===== src/rtl/baud_pkg.sv =====
package baud_pkg;
    typedef enum logic [1:0] {
        ST_LOW  = 2'd0,
        ST_HIGH = 2'd1,
        ST_EXT  = 2'd2
    } bg_state_e;
endpackage


===== src/rtl/baud_reload.sv =====
// Computes the counter reload value (half-period minus one) from the configuration.
module baud_reload #(
    parameter int TC_W    = 16,
    parameter int POW_W   = 3,
    parameter int LO_BASE = 5,
    parameter int HI_BASE = 15
) (
    input  logic             pre_sel,
    input  logic [POW_W-1:0] pow_sel,
    input  logic             tc_mode,
    input  logic [TC_W-1:0]  tc,
    output logic [TC_W:0]    reload
);
    localparam int CNT_W  = TC_W + 1;
    localparam int NSLOT  = 2 ** POW_W;

    logic [CNT_W-1:0] lo_tab [NSLOT];
    logic [CNT_W-1:0] hi_tab [NSLOT];

    // One table slot per exponent; the all-ones code is the external select.
    generate
        for (genvar g = 0; g < NSLOT; g++) begin : g_slot
            if (g == NSLOT - 1) begin : g_ext
                assign lo_tab[g] = '0;
                assign hi_tab[g] = '0;
            end else begin : g_pow
                assign lo_tab[g] = CNT_W'(LO_BASE * (2 ** g) - 1);
                assign hi_tab[g] = CNT_W'(HI_BASE * (2 ** g) - 1);
            end
        end
    endgenerate

    always_comb begin
        if (tc_mode) begin
            reload = CNT_W'(tc) + CNT_W'(1);
        end else if (pre_sel) begin
            reload = hi_tab[pow_sel];
        end else begin
            reload = lo_tab[pow_sel];
        end
    end
endmodule


===== src/rtl/baud_downcnt.sv =====
// Half-period down-counter with synchronous load.
module baud_downcnt #(
    parameter int W = 17
) (
    input  logic         clk,
    input  logic         rst_n,
    input  logic         load,
    input  logic [W-1:0] load_val,
    output logic [W-1:0] cnt,
    output logic         zero
);
    always_ff @(posedge clk) begin
        if (!rst_n) begin
            cnt <= '0;
        end else if (load) begin
            cnt <= load_val;
        end else if (cnt != '0) begin
            cnt <= cnt - W'(1);
        end
    end

    assign zero = (cnt == '0);
endmodule


===== src/rtl/baud_sync.sv =====
// Multi-flop synchronizer for the external clock.
module baud_sync #(
    parameter int STAGES = 2
) (
    input  logic clk,
    input  logic rst_n,
    input  logic async_in,
    output logic level
);
    logic [STAGES-1:0] chain;

    generate
        for (genvar i = 0; i < STAGES; i++) begin : g_stage
            if (i == 0) begin : g_first
                always_ff @(posedge clk) begin
                    if (!rst_n) chain[i] <= 1'b0;
                    else        chain[i] <= async_in;
                end
            end else begin : g_next
                always_ff @(posedge clk) begin
                    if (!rst_n) chain[i] <= 1'b0;
                    else        chain[i] <= chain[i-1];
                end
            end
        end
    endgenerate

    assign level = chain[STAGES-1];
endmodule


===== src/rtl/baud_gen.sv =====
module baud_gen
    import baud_pkg::*;
#(
    parameter int TC_W    = 16,
    parameter int POW_W   = 3,
    parameter int LO_BASE = 5,
    parameter int HI_BASE = 15,
    parameter int SYNC_N  = 2
) (
    input  logic             clk,
    input  logic             rst_n,
    input  logic             pre_sel,
    input  logic [POW_W-1:0] pow_sel,
    input  logic             tc_mode,
    input  logic [TC_W-1:0]  tc,
    input  logic             ext_clk,
    output logic             bclk_en,
    output logic             bclk_out
);
    localparam int               CNT_W    = TC_W + 1;
    localparam logic [POW_W-1:0] EXT_CODE = '1;
    localparam logic [CNT_W-1:0] MAX_LOAD = CNT_W'(2 ** TC_W);

    bg_state_e        state, nxt;
    logic [CNT_W-1:0] reload;
    logic [CNT_W-1:0] load_val;
    logic [CNT_W-1:0] cnt;
    logic             cnt_zero;
    logic             cnt_load;
    logic             ext_lvl;
    logic             is_ext;
    logic             out_nxt;

    assign is_ext = (pow_sel == EXT_CODE);

    baud_reload #(
        .TC_W(TC_W), .POW_W(POW_W), .LO_BASE(LO_BASE), .HI_BASE(HI_BASE)
    ) u_reload (
        .pre_sel(pre_sel), .pow_sel(pow_sel), .tc_mode(tc_mode), .tc(tc),
        .reload(reload)
    );

    baud_downcnt #(.W(CNT_W)) u_cnt (
        .clk(clk), .rst_n(rst_n), .load(cnt_load), .load_val(load_val),
        .cnt(cnt), .zero(cnt_zero)
    );

    baud_sync #(.STAGES(SYNC_N)) u_sync (
        .clk(clk), .rst_n(rst_n), .async_in(ext_clk), .level(ext_lvl)
    );

    // Next-state and counter control
    always_comb begin
        nxt      = state;
        cnt_load = 1'b0;
        load_val = reload;
        if (is_ext) begin
            nxt      = ST_EXT;                 // T_TO_EXT
            cnt_load = 1'b1;
            load_val = '0;
        end else begin
            unique case (state)
                ST_LOW: if (cnt_zero) begin
                    nxt      = ST_HIGH;        // T_RISE
                    cnt_load = 1'b1;
                end
                ST_HIGH: if (cnt_zero) begin
                    nxt      = ST_LOW;         // T_FALL
                    cnt_load = 1'b1;
                end
                ST_EXT: begin
                    nxt      = ST_LOW;         // T_FROM_EXT
                    cnt_load = 1'b1;
                    load_val = '0;
                end
                default: nxt = ST_LOW;
            endcase
        end
    end

    // State register
    always_ff @(posedge clk) begin
        if (!rst_n) state <= ST_LOW;
        else        state <= nxt;
    end

    // Output register
    assign out_nxt = (nxt == ST_HIGH) || ((nxt == ST_EXT) && ext_lvl);

    always_ff @(posedge clk) begin
        if (!rst_n) begin
            bclk_out <= 1'b0;
            bclk_en  <= 1'b0;
        end else begin
            bclk_out <= out_nxt;
            bclk_en  <= out_nxt && !bclk_out;
        end
    end

    AST_RESET_IDLE: assert property (@(posedge clk)
        !rst_n |=> (!bclk_out && !bclk_en && state == ST_LOW && cnt == '0));

    AST_HALF_HOLD: assert property (@(posedge clk) disable iff (!rst_n)
        (!is_ext && state != ST_EXT && !cnt_zero) |=> $stable(bclk_out));

    AST_HALF_TOGGLE: assert property (@(posedge clk) disable iff (!rst_n)
        (!is_ext && state != ST_EXT && cnt_zero) |=> (bclk_out != $past(bclk_out)));

    AST_CNT_BOUND: assert property (@(posedge clk) disable iff (!rst_n)
        cnt <= MAX_LOAD);

    AST_EN_ON_RISE: assert property (@(posedge clk) disable iff (!rst_n)
        bclk_en |-> (bclk_out && !$past(bclk_out)));

    AST_EXT_FOLLOW: assert property (@(posedge clk) disable iff (!rst_n)
        (is_ext && state == ST_EXT) |=> (bclk_out == $past(ext_lvl)));

    AST_EXT_EXIT: assert property (@(posedge clk) disable iff (!rst_n)
        (!is_ext && state == ST_EXT) |=> (!bclk_out && state == ST_LOW));
endmodule


===== config.mk =====
export PLATFORM = sky130hd
export DESIGN_NAME = baud_gen
export DESIGN_NICKNAME = d
export VERILOG_FILES = /design/src/rtl/baud_pkg.sv /design/src/rtl/baud_reload.sv /design/src/rtl/baud_downcnt.sv /design/src/rtl/baud_sync.sv /design/src/rtl/baud_gen.sv
export SDC_FILE = /design/constraint.sdc
export NUM_CORES = 1
export LEC_CHECK = 0
export ABC_CLOCK_PERIOD_IN_PS = 3350
export BUFFER_PORTS_ARGS = -buffer_cell sky130_fd_sc_hd__buf_2
export CAP_MARGIN = 20
export CORE_MARGIN = 2
export CORE_UTILIZATION = 45
export CTS_CLUSTER_DIAMETER = 150
export DETAILED_ROUTE_END_ITERATION = 7
export GPL_ROUTABILITY_DRIVEN = 0
export SYNTH_ARGS = -nofsm -noshare
export SYNTH_HDL_FRONTEND = slang
export SYNTH_HIERARCHICAL = 1
export SYNTH_SLANG_ARGS = --single-unit

===== constraint.sdc =====
create_clock -name clk -period 3.35 [get_ports clk]
set_input_delay 1.005 -clock clk [delete_from_list [all_inputs] [get_ports clk]]
set_output_delay 1.005 -clock clk [all_outputs]
set_load 0.01 [all_outputs]

==> results of run 1 <==
cells by family after synthesis:
family                     after synthesis
AOI/OAI and AO/OA                       46
and+or+nand+nor                        138
buffers and inverters                   21
xor gates and xnor gates                14
DFF                                     23
muxes                                   12
adders and majority gates                8
cell usage in the layout, fill, tap and decap left out, types with 2 or more instances in the layout:
cell type / Yosys / layout
sky130_fd_sc_hd__or3_1: 2 / 2
sky130_fd_sc_hd__or4_1: 3 / 3
sky130_fd_sc_hd__ha_1: 8 / 8
sky130_fd_sc_hd__clkbuf_8: 0 / 3
sky130_fd_sc_hd__a311oi_1: 2 / 2
sky130_fd_sc_hd__nand3_1: 5 / 5
sky130_fd_sc_hd__mux2i_1: 9 / 9
sky130_fd_sc_hd__nor4b_4: 2 / 2
sky130_fd_sc_hd__o31ai_1: 2 / 2
sky130_fd_sc_hd__nand4_1: 4 / 4
sky130_fd_sc_hd__o211ai_1: 5 / 5
sky130_fd_sc_hd__a31oi_1: 2 / 2
sky130_fd_sc_hd__nor3_1: 6 / 6
sky130_fd_sc_hd__buf_4: 2 / 3
sky130_fd_sc_hd__nand2b_1: 8 / 8
sky130_fd_sc_hd__and2_1: 23 / 23
sky130_fd_sc_hd__buf_2: 3 / 25
sky130_fd_sc_hd__nor2_1: 10 / 10
sky130_fd_sc_hd__inv_1: 12 / 12
sky130_fd_sc_hd__o311ai_0: 4 / 4
sky130_fd_sc_hd__and3_2: 2 / 2
sky130_fd_sc_hd__xnor2_1: 10 / 10
sky130_fd_sc_hd__or2_2: 3 / 3
sky130_fd_sc_hd__mux2_2: 2 / 2
sky130_fd_sc_hd__o21ai_0: 14 / 14
sky130_fd_sc_hd__dfxtp_1: 23 / 23
sky130_fd_sc_hd__a21oi_1: 5 / 5
sky130_fd_sc_hd__nand2_1: 39 / 39
sky130_fd_sc_hd__xor2_1: 4 / 4
sky130_fd_sc_hd__nor2b_1: 8 / 8
sky130_fd_sc_hd__nor4_1: 10 / 10
state kept, by name, summed over array words and instances, names as in the netlist:
signal,count
state,2
u_cnt/cnt,17
u_sync/chain,1
u_sync/level,1
bclk_out,1
bclk_en,1
where the power goes:
part	internal (mW)	leakage [nW]	switching (mW)	total, mW
logic	0.354	0.701	0.395	0.748
registers	0.362	0.189	0.0776	0.439
clock network	0.0849	0.0228	0.0855	0.170
total	0.800	0.912	0.558	1.36
through the flow:
step | setup WS, ns | area, µm² | cells | hold slack (ns)
finish | 0.354 | 2260 | 337 | 0.448
global placement | 0.482 | 2210 | 333 | 0.435
floorplan | 0.704 | 2040 | 262 | 0.412
detailed placement | 0.397 | 2210 | 333 | 0.432
CTS | 0.364 | 2260 | 337 | 0.453
global route | 0.0432 | 2260 | 337 | 0.469
worst min-delay path by stage:
stage	from	to	slack, ns	cells after the start
final	u_sync/chain[0]$_SDFF_PN0_	u_sync/level$_SDFF_PN0_	0.45	1
after detailed placement	u_sync/chain[0]$_SDFF_PN0_	u_sync/level$_SDFF_PN0_	0.43	1
after floorplan	u_sync/chain[0]$_SDFF_PN0_	u_sync/level$_SDFF_PN0_	0.41	1
after CTS	u_sync/chain[0]$_SDFF_PN0_	u_sync/level$_SDFF_PN0_	0.45	1
after global routing	u_sync/chain[0]$_SDFF_PN0_	u_sync/level$_SDFF_PN0_	0.47	1
after global placement	u_sync/chain[0]$_SDFF_PN0_	u_sync/level$_SDFF_PN0_	0.43	1
cell usage after synthesis (all sizes together) (2+ instances only):
library cell | count | area [µm²]
a21boi | 2 | 15.0
a21oi | 6 | 41.3
a311oi | 2 | 17.5
a31oi | 2 | 12.5
and2 | 25 | 158
and3 | 4 | 32.5
buf | 5 | 30.0
clkbuf | 4 | 15.0
dfxtp | 23 | 460
ha | 8 | 100
inv | 12 | 45.0
mux2 | 2 | 22.5
mux2i | 9 | 90.1
nand2 | 39 | 146
nand2b | 8 | 50.1
nand3 | 6 | 35.0
nand4 | 5 | 46.3
nor2 | 10 | 37.5
nor2b | 8 | 50.1
nor3 | 6 | 30.0
nor4 | 10 | 62.6
nor4b | 3 | 56.3
o211ai | 5 | 37.5
o21ai | 15 | 75.1
o311ai | 4 | 35.0
o31ai | 2 | 15.0
or2 | 4 | 25.0
or3 | 2 | 12.5
or4 | 3 | 22.5
xnor2 | 10 | 87.6
xor2 | 4 | 35.0
worst max-delay path, stage by stage (launching register included):
cell                      delay, ns
sky130_fd_sc_hd__dfxtp_1       0.34
sky130_fd_sc_hd__inv_1         0.06
sky130_fd_sc_hd__ha_1          0.20
sky130_fd_sc_hd__or4b_4        0.50
sky130_fd_sc_hd__nor4b_4       0.42
sky130_fd_sc_hd__nand2_1       0.17
sky130_fd_sc_hd__inv_1         0.17
sky130_fd_sc_hd__inv_1         0.05
sky130_fd_sc_hd__o21ai_0       0.30
sky130_fd_sc_hd__buf_4         0.19
sky130_fd_sc_hd__nor2b_1       0.07
sky130_fd_sc_hd__nand2_1       0.24
sky130_fd_sc_hd__o21ai_0       0.15
routing by layer:
metal | wire length (µm) | vias to the layer above | GRT usage
met1 | 2270 | 867 | 0.250
met5 | 0 | - | 0
met3 | 132 | 0 | 0.0338
li1 | - | 979 | -
met4 | 0 | 0 | 0.0314
met2 | 2090 | 27 | 0.313
final cells by class:
cell class,instances,area (µm²),share of cell area
flip-flops and latches,23,460,0.204
multi-input cells,218,1490,0.662
inverters,12,45.0,0.0200
clock buffers,4,45.0,0.0200
repair buffers,28,148,0.0654
well taps,52,65.1,0.0288
==> run summary, run 1 <==
## STA
- 0.543 ns — slew at the pin with the worst max-slew slack
- 0.334 GHz — Max Clock Freq
- 0.634 — max_slew headroom
- 3.00 ns — final critical-path required period
- 0 — number of failing hold endpoints at the final stage
- 0 — setup-violating endpoint count in the final report
- 0 — final count of pins violating max slew
- 0.894 — period utilization
- 0.00600 ns — Clock Skews
- no — unrepaired setup endpoints after global routing
- 0 ns — final setup TNS

## Setup path
- 0.35 ns — register-to-register setup slack
- u_cnt/cnt[3]$_SDFFE_PN0P_ — capture point of the worst path
- u_cnt/cnt[0]$_SDFFE_PN0P_ — source of the worst register-to-register timing path
- 3.14 ns — endpoint arrival time on the critical path
- flop to flop — worst setup path class
- u_cnt/cnt[3]$_SDFFE_PN0P_ — worst reg2reg path endpoint
- flop — type of destination of the critical path
- flop — Worst Setup Start Kind
- u_cnt/cnt[0]$_SDFFE_PN0P_ — source of the critical timing path
- 3.49 ns — data required time of the critical path
- 12 — worst reg2reg path depth
- 9 — worst-path maximum fanout

## Cells and area
- 10.4% — area growth from synthesis to final layout
- 434 — fillcell total
- 0.518 — fraction of the core area covered by cells at the end of the flow
- 0.172 — fraction of final layout cells sized beyond drive strength 1
- 318 — Layout Nets
- 0 — n_diodes

## Clocking
- 0.26 ns — Skew-Pair Late Insertion Delay
- 0 — CTS-repair resized insts
- sky130_fd_sc_hd__clkbuf_8 — cell chosen for the clock root
- 0 — cts-stage hold buffer count
- 2 — Clock Tree Buf Depth
- 0 — setup fix buffers added after clock tree synthesis
- 23 — # clock sinks
- yes — clock tree from TritonCTS
- 1 — H-tree level count
- 3 — number of buffers created by CTS
- 0.08 ns — Clk pin slew, worst setup/hold paths

## Synth
- 57 — Cell variety after synth
- sky130_fd_sc_hd__dfxtp_1 — top_reg_cell synth
- 0 — count of flip-flops with a built-in enable after synthesis
- 0.0490 — Post-Synth Adder-Cell Area
- 0.225 — part of the Yosys area used for sequential elements
- 23 — total of flip-flops plus latches after synthesis
- 294 — syn_nets
- 6 — total number of yosys warnings
- 0 — FFs w/ async S/R, synth
- 0.0600 — post-synthesis share of cell area spent on xor and xnor gates
- 262 — post-synthesis cell count
- simple AND/OR/NAND/NOR gates — largest family of logic cells by synthesized area
- 0.398 — Simple-Gate Fraction of Synth Area
- 0.0661 — portion of netlist area occupied by mux cells
- 2040 µm² — total standard cell area after synthesis
- 0.157 — Compound-Gate Fraction of Synth Area
- 7.80 µm² — average footprint of a synthesized cell

## Global routing
- 0 — number of antenna violations at the first check in global routing
- 7630 µm — wire length of the first global-routing pass
- 0.185 — overall track demand over capacity in global routing
- 0 — total congestion overflow
- 32 — pin count of the biggest net entering global routing
- 1716 — vias in the first global route

## Die
- 24 — site row count
- 71.4 µm — die boundary width
- 4350 µm² — Core Region
- 26 — number of ports placed on the die boundary
- 0.470 — Initial Utilization
- 71.4 µm — DIE HEIGHT
- 5100 µm² — die footprint

## Route
- 108 — drt first-iter violations
- 4 — count of TritonRoute iterations in the first routing pass
- 1873 — via count
- 13.3 µm — detail-routed net length per standard cell
- 0 — DRC Markers
- 0 — Routed Antenna Nets
- 5.56 — per-cell via count in the routed design
- 4490 µm — WL final

## Placed design
- 3450 µm — detailed-placement wirelength estimate
- 25 — Port Buffers

## Hold path
- flop to flop — min-delay worst type

## Pwr
- 602 nW/µm² — ratio of total power to cell area
- 0.000304 V — peak supply drop
- 0.912 nW — Pleak
- 1.36 mW — power after layout

## Flow run
- 0 — number of violations of the max-capacitance limit

## Outcome
- completed — run status

Note: power is estimated with default switching activity, not from simulation.
==> inputs of run 2 (changes only) <==
--- a/config.mk
+++ b/config.mk
@@ -13,6 +13,7 @@
 export CTS_CLUSTER_DIAMETER = 150
 export DETAILED_ROUTE_END_ITERATION = 7
 export GPL_ROUTABILITY_DRIVEN = 0
+export MAX_ROUTING_LAYER = met4
 export SYNTH_ARGS = -nofsm -noshare
 export SYNTH_HDL_FRONTEND = slang
 export SYNTH_HIERARCHICAL = 1
==> run 2 against run 1 <==
Compared with the run above:
- first-iteration DRC count decreased by 2.8%
- via count unchanged
- combinational power about the same
- sequential cell count unchanged
- highest routed layer unchanged
==> run summary, run 2 (synthesis gave the netlist of run 1 again) <==
## Die
- 5100 µm² — die footprint, unchanged
- 24 — site row count, unchanged
- 71.4 µm — die boundary width, unchanged
- 71.4 µm — DIE HEIGHT, unchanged
- 4350 µm² — Core Region, unchanged
- 26 — number of ports placed on the die boundary, unchanged
- 0.470 — Initial Utilization, unchanged

## STA
- 0 — number of failing hold endpoints at the final stage, unchanged
- 0.894 — period utilization, about the same
- 3.00 ns — final critical-path required period, -0.000322 ns
- 0 — final count of pins violating max slew, unchanged
- 0.334 GHz — Max Clock Freq, about the same
- 0.543 ns — slew at the pin with the worst max-slew slack, unchanged
- 0 ns — final setup TNS, unchanged
- 0.354 ns — worst-case setup margin in the final layout, +0.000322 ns
- 0 — setup-violating endpoint count in the final report, unchanged
- 0.00646 ns — Clock Skews, +0.000457 ns
- no — unrepaired setup endpoints after global routing
- 0.634 — max_slew headroom, unchanged

## Route
- 0 — DRC Markers, unchanged
- 1873 — via count, unchanged
- 5.56 — per-cell via count in the routed design, unchanged
- 13.3 µm — detail-routed net length per standard cell, about the same
- 0 — Routed Antenna Nets, unchanged
- 4 — count of TritonRoute iterations in the first routing pass, unchanged
- 4490 µm — WL final, about the same
- 105 — drt first-iter violations, -2.8%

## Setup path
- flop — type of destination of the critical path
- flop — Worst Setup Start Kind
- 0.35 ns — register-to-register setup slack, about the same
- 0.50 ns — Critical Path Max Stage Delay, about the same
- flop to flop — worst setup path class
- u_cnt/cnt[0]$_SDFFE_PN0P_ — source of the critical timing path
- sky130_fd_sc_hd__or4b_4 — CP max-delay cell
- sky130_fd_sc_hd__inv_1 — Most Frequent Cell on Critical Path
- inv_1, ha_1, or4b_4, nor4b_4, nand2_1, inv_1, inv_1, o21ai_0, buf_4, nor2b_1, nand2_1, o21ai_0 — cell breakdown of the critical path
- u_cnt/cnt[3]$_SDFFE_PN0P_ — worst reg2reg path endpoint
- u_cnt/cnt[0]$_SDFFE_PN0P_ — source of the worst register-to-register timing path
- 12 — worst reg2reg path depth, unchanged
- 3.49 ns — data required time of the critical path, about the same
- 3.14 ns — endpoint arrival time on the critical path, about the same
- 9 — worst-path maximum fanout, unchanged

## Pwr
- 601 nW/µm² — ratio of total power to cell area, about the same
- 0.000304 V — peak supply drop, +0.29%
- 0.912 nW — Pleak, unchanged

## Global routing
- 32 — pin count of the biggest net entering global routing, unchanged
- 0.190 — overall track demand over capacity in global routing, +0.00553
- 0 — total congestion overflow, unchanged
- 7650 µm — wire length of the first global-routing pass, +0.18%
- 1716 — vias in the first global route, unchanged
- 0 — number of antenna violations at the first check in global routing, unchanged

## Hold path
- u_sync/chain[0]$_SDFF_PN0_ — beginning of the worst hold path
- flop to flop — min-delay worst type
- 1 — Hold Path Stages, unchanged
- u_sync/level$_SDFF_PN0_ — Worst Hold Endpoint

## Cells and area
- sky130_fd_sc_hd__nand2_1 (39), sky130_fd_sc_hd__buf_2 (25), sky130_fd_sc_hd__and2_1 (23), sky130_fd_sc_hd__dfxtp_1 (23), sky130_fd_sc_hd__o21ai_0 (14) — commonest cells after routing, fill and taps aside
- u_cnt/cnt: 17 flops, state: 2 flops — largest registers in the final layout
- 318 — Layout Nets, unchanged
- u_cnt/cnt — Reg with most FFs
- 0.172 — fraction of final layout cells sized beyond drive strength 1, unchanged
- 434 — fillcell total, unchanged
- 10.4% — area growth from synthesis to final layout, unchanged
- 460 µm² — register area, unchanged
- 17 — Largest register FFs, unchanged
- 1490 µm² — multi-input logic area, unchanged
- sky130_fd_sc_hd__nand2_1 — commonest non-fill, non-tap cell in the layout
- 0 — n_diodes, unchanged

## Clocking
- yes — clock tree from TritonCTS
- 0 — CTS-repair resized insts, unchanged
- 2 — Clock Tree Buf Depth, unchanged
- sky130_fd_sc_hd__clkbuf_8 — cell chosen for the clock root
- 0 — cts-stage hold buffer count, unchanged
- 0.08 ns — Clk pin slew, worst setup/hold paths, about the same
- 3 — number of buffers created by CTS, unchanged
- 1 — H-tree level count, unchanged
- 23 — # clock sinks, unchanged
- 0 — setup fix buffers added after clock tree synthesis, unchanged
- 0.26 ns — Skew-Pair Late Insertion Delay, about the same

## Placed design
- 3450 µm — detailed-placement wirelength estimate, unchanged
- 25 — Port Buffers, unchanged
- 0.397 ns — worst setup slack before clock tree synthesis, unchanged

## Outcome
- completed — run status

## Flow run
- 0 — number of violations of the max-capacitance limit, unchanged

## run 2: cell counts in the layout (fill, tap and decap cells not counted)
No cell type changed its count.
## run 2: layout make-up
cell class,instances,area share
multi-input combinational,218,0.662
inverter,12,0.0200
timing repair buffer,28,0.0654
clock buffer,4,0.0200
tap,52,0.0288
sequential,23,0.204
## run 2: report_power, final
| part | total (mW) | leakage, nW | internal (mW) | switching, mW |
|---|---|---|---|---|
| sequential | 0.440 | 0.189 | 0.362 | 0.0779 |
| combinational | 0.748 | 0.701 | 0.354 | 0.394 |
| clock | 0.170 | 0.0228 | 0.0849 | 0.0851 |
| total | 1.36 | 0.912 | 0.800 | 0.557 |
## run 2: worst max path at each step
stage                                  to  slack [ns]
2_1_floorplan   u_cnt/cnt[9]$_SDFFE_PN0P_        0.70
3_3_place_gp    u_cnt/cnt[8]$_SDFFE_PN0P_        0.48
3_5_place_dp   u_cnt/cnt[11]$_SDFFE_PN0P_        0.40
4_1_cts         u_cnt/cnt[3]$_SDFFE_PN0P_        0.36
5_1_grt         u_cnt/cnt[3]$_SDFFE_PN0P_        0.04
6_report        u_cnt/cnt[3]$_SDFFE_PN0P_        0.35
## run 2: per-layer routing
metal / vias up / wire (µm) / part of all wire / global-route usage
li1: 979 / - / - / -
met3: 0 / 131 / 0.029 / 0.0338
met5: - / 0 / 0 / -
met2: 28 / 2090 / 0.47 / 0.313
met1: 866 / 2270 / 0.51 / 0.250
met4: 0 / 0 / 0 / 0.0314
## run 2: critical path: cells and delay by family, from the launching register on
family	cells	cell delay [ns]
simple gates	5	1.40
buf+inv	4	0.47
fa+ha+maj	1	0.20
compound gates	2	0.45
flops	1	0.34
## run 2: metrics by stage
stage | util | area (µm²) | power (mW) | instances | hold WS, ns
after global routing | 0.518 | 2260 | 1.48 | 337 | 0.469
after global placement | 0.508 | 2210 | 1.20 | 333 | 0.435
after detailed placement | 0.508 | 2210 | 1.18 | 333 | 0.432
after CTS | 0.518 | 2260 | 1.37 | 337 | 0.453
final | 0.518 | 2260 | 1.36 | 337 | 0.448
after floorplan | - | 2040 | 1.01 | 262 | 0.412
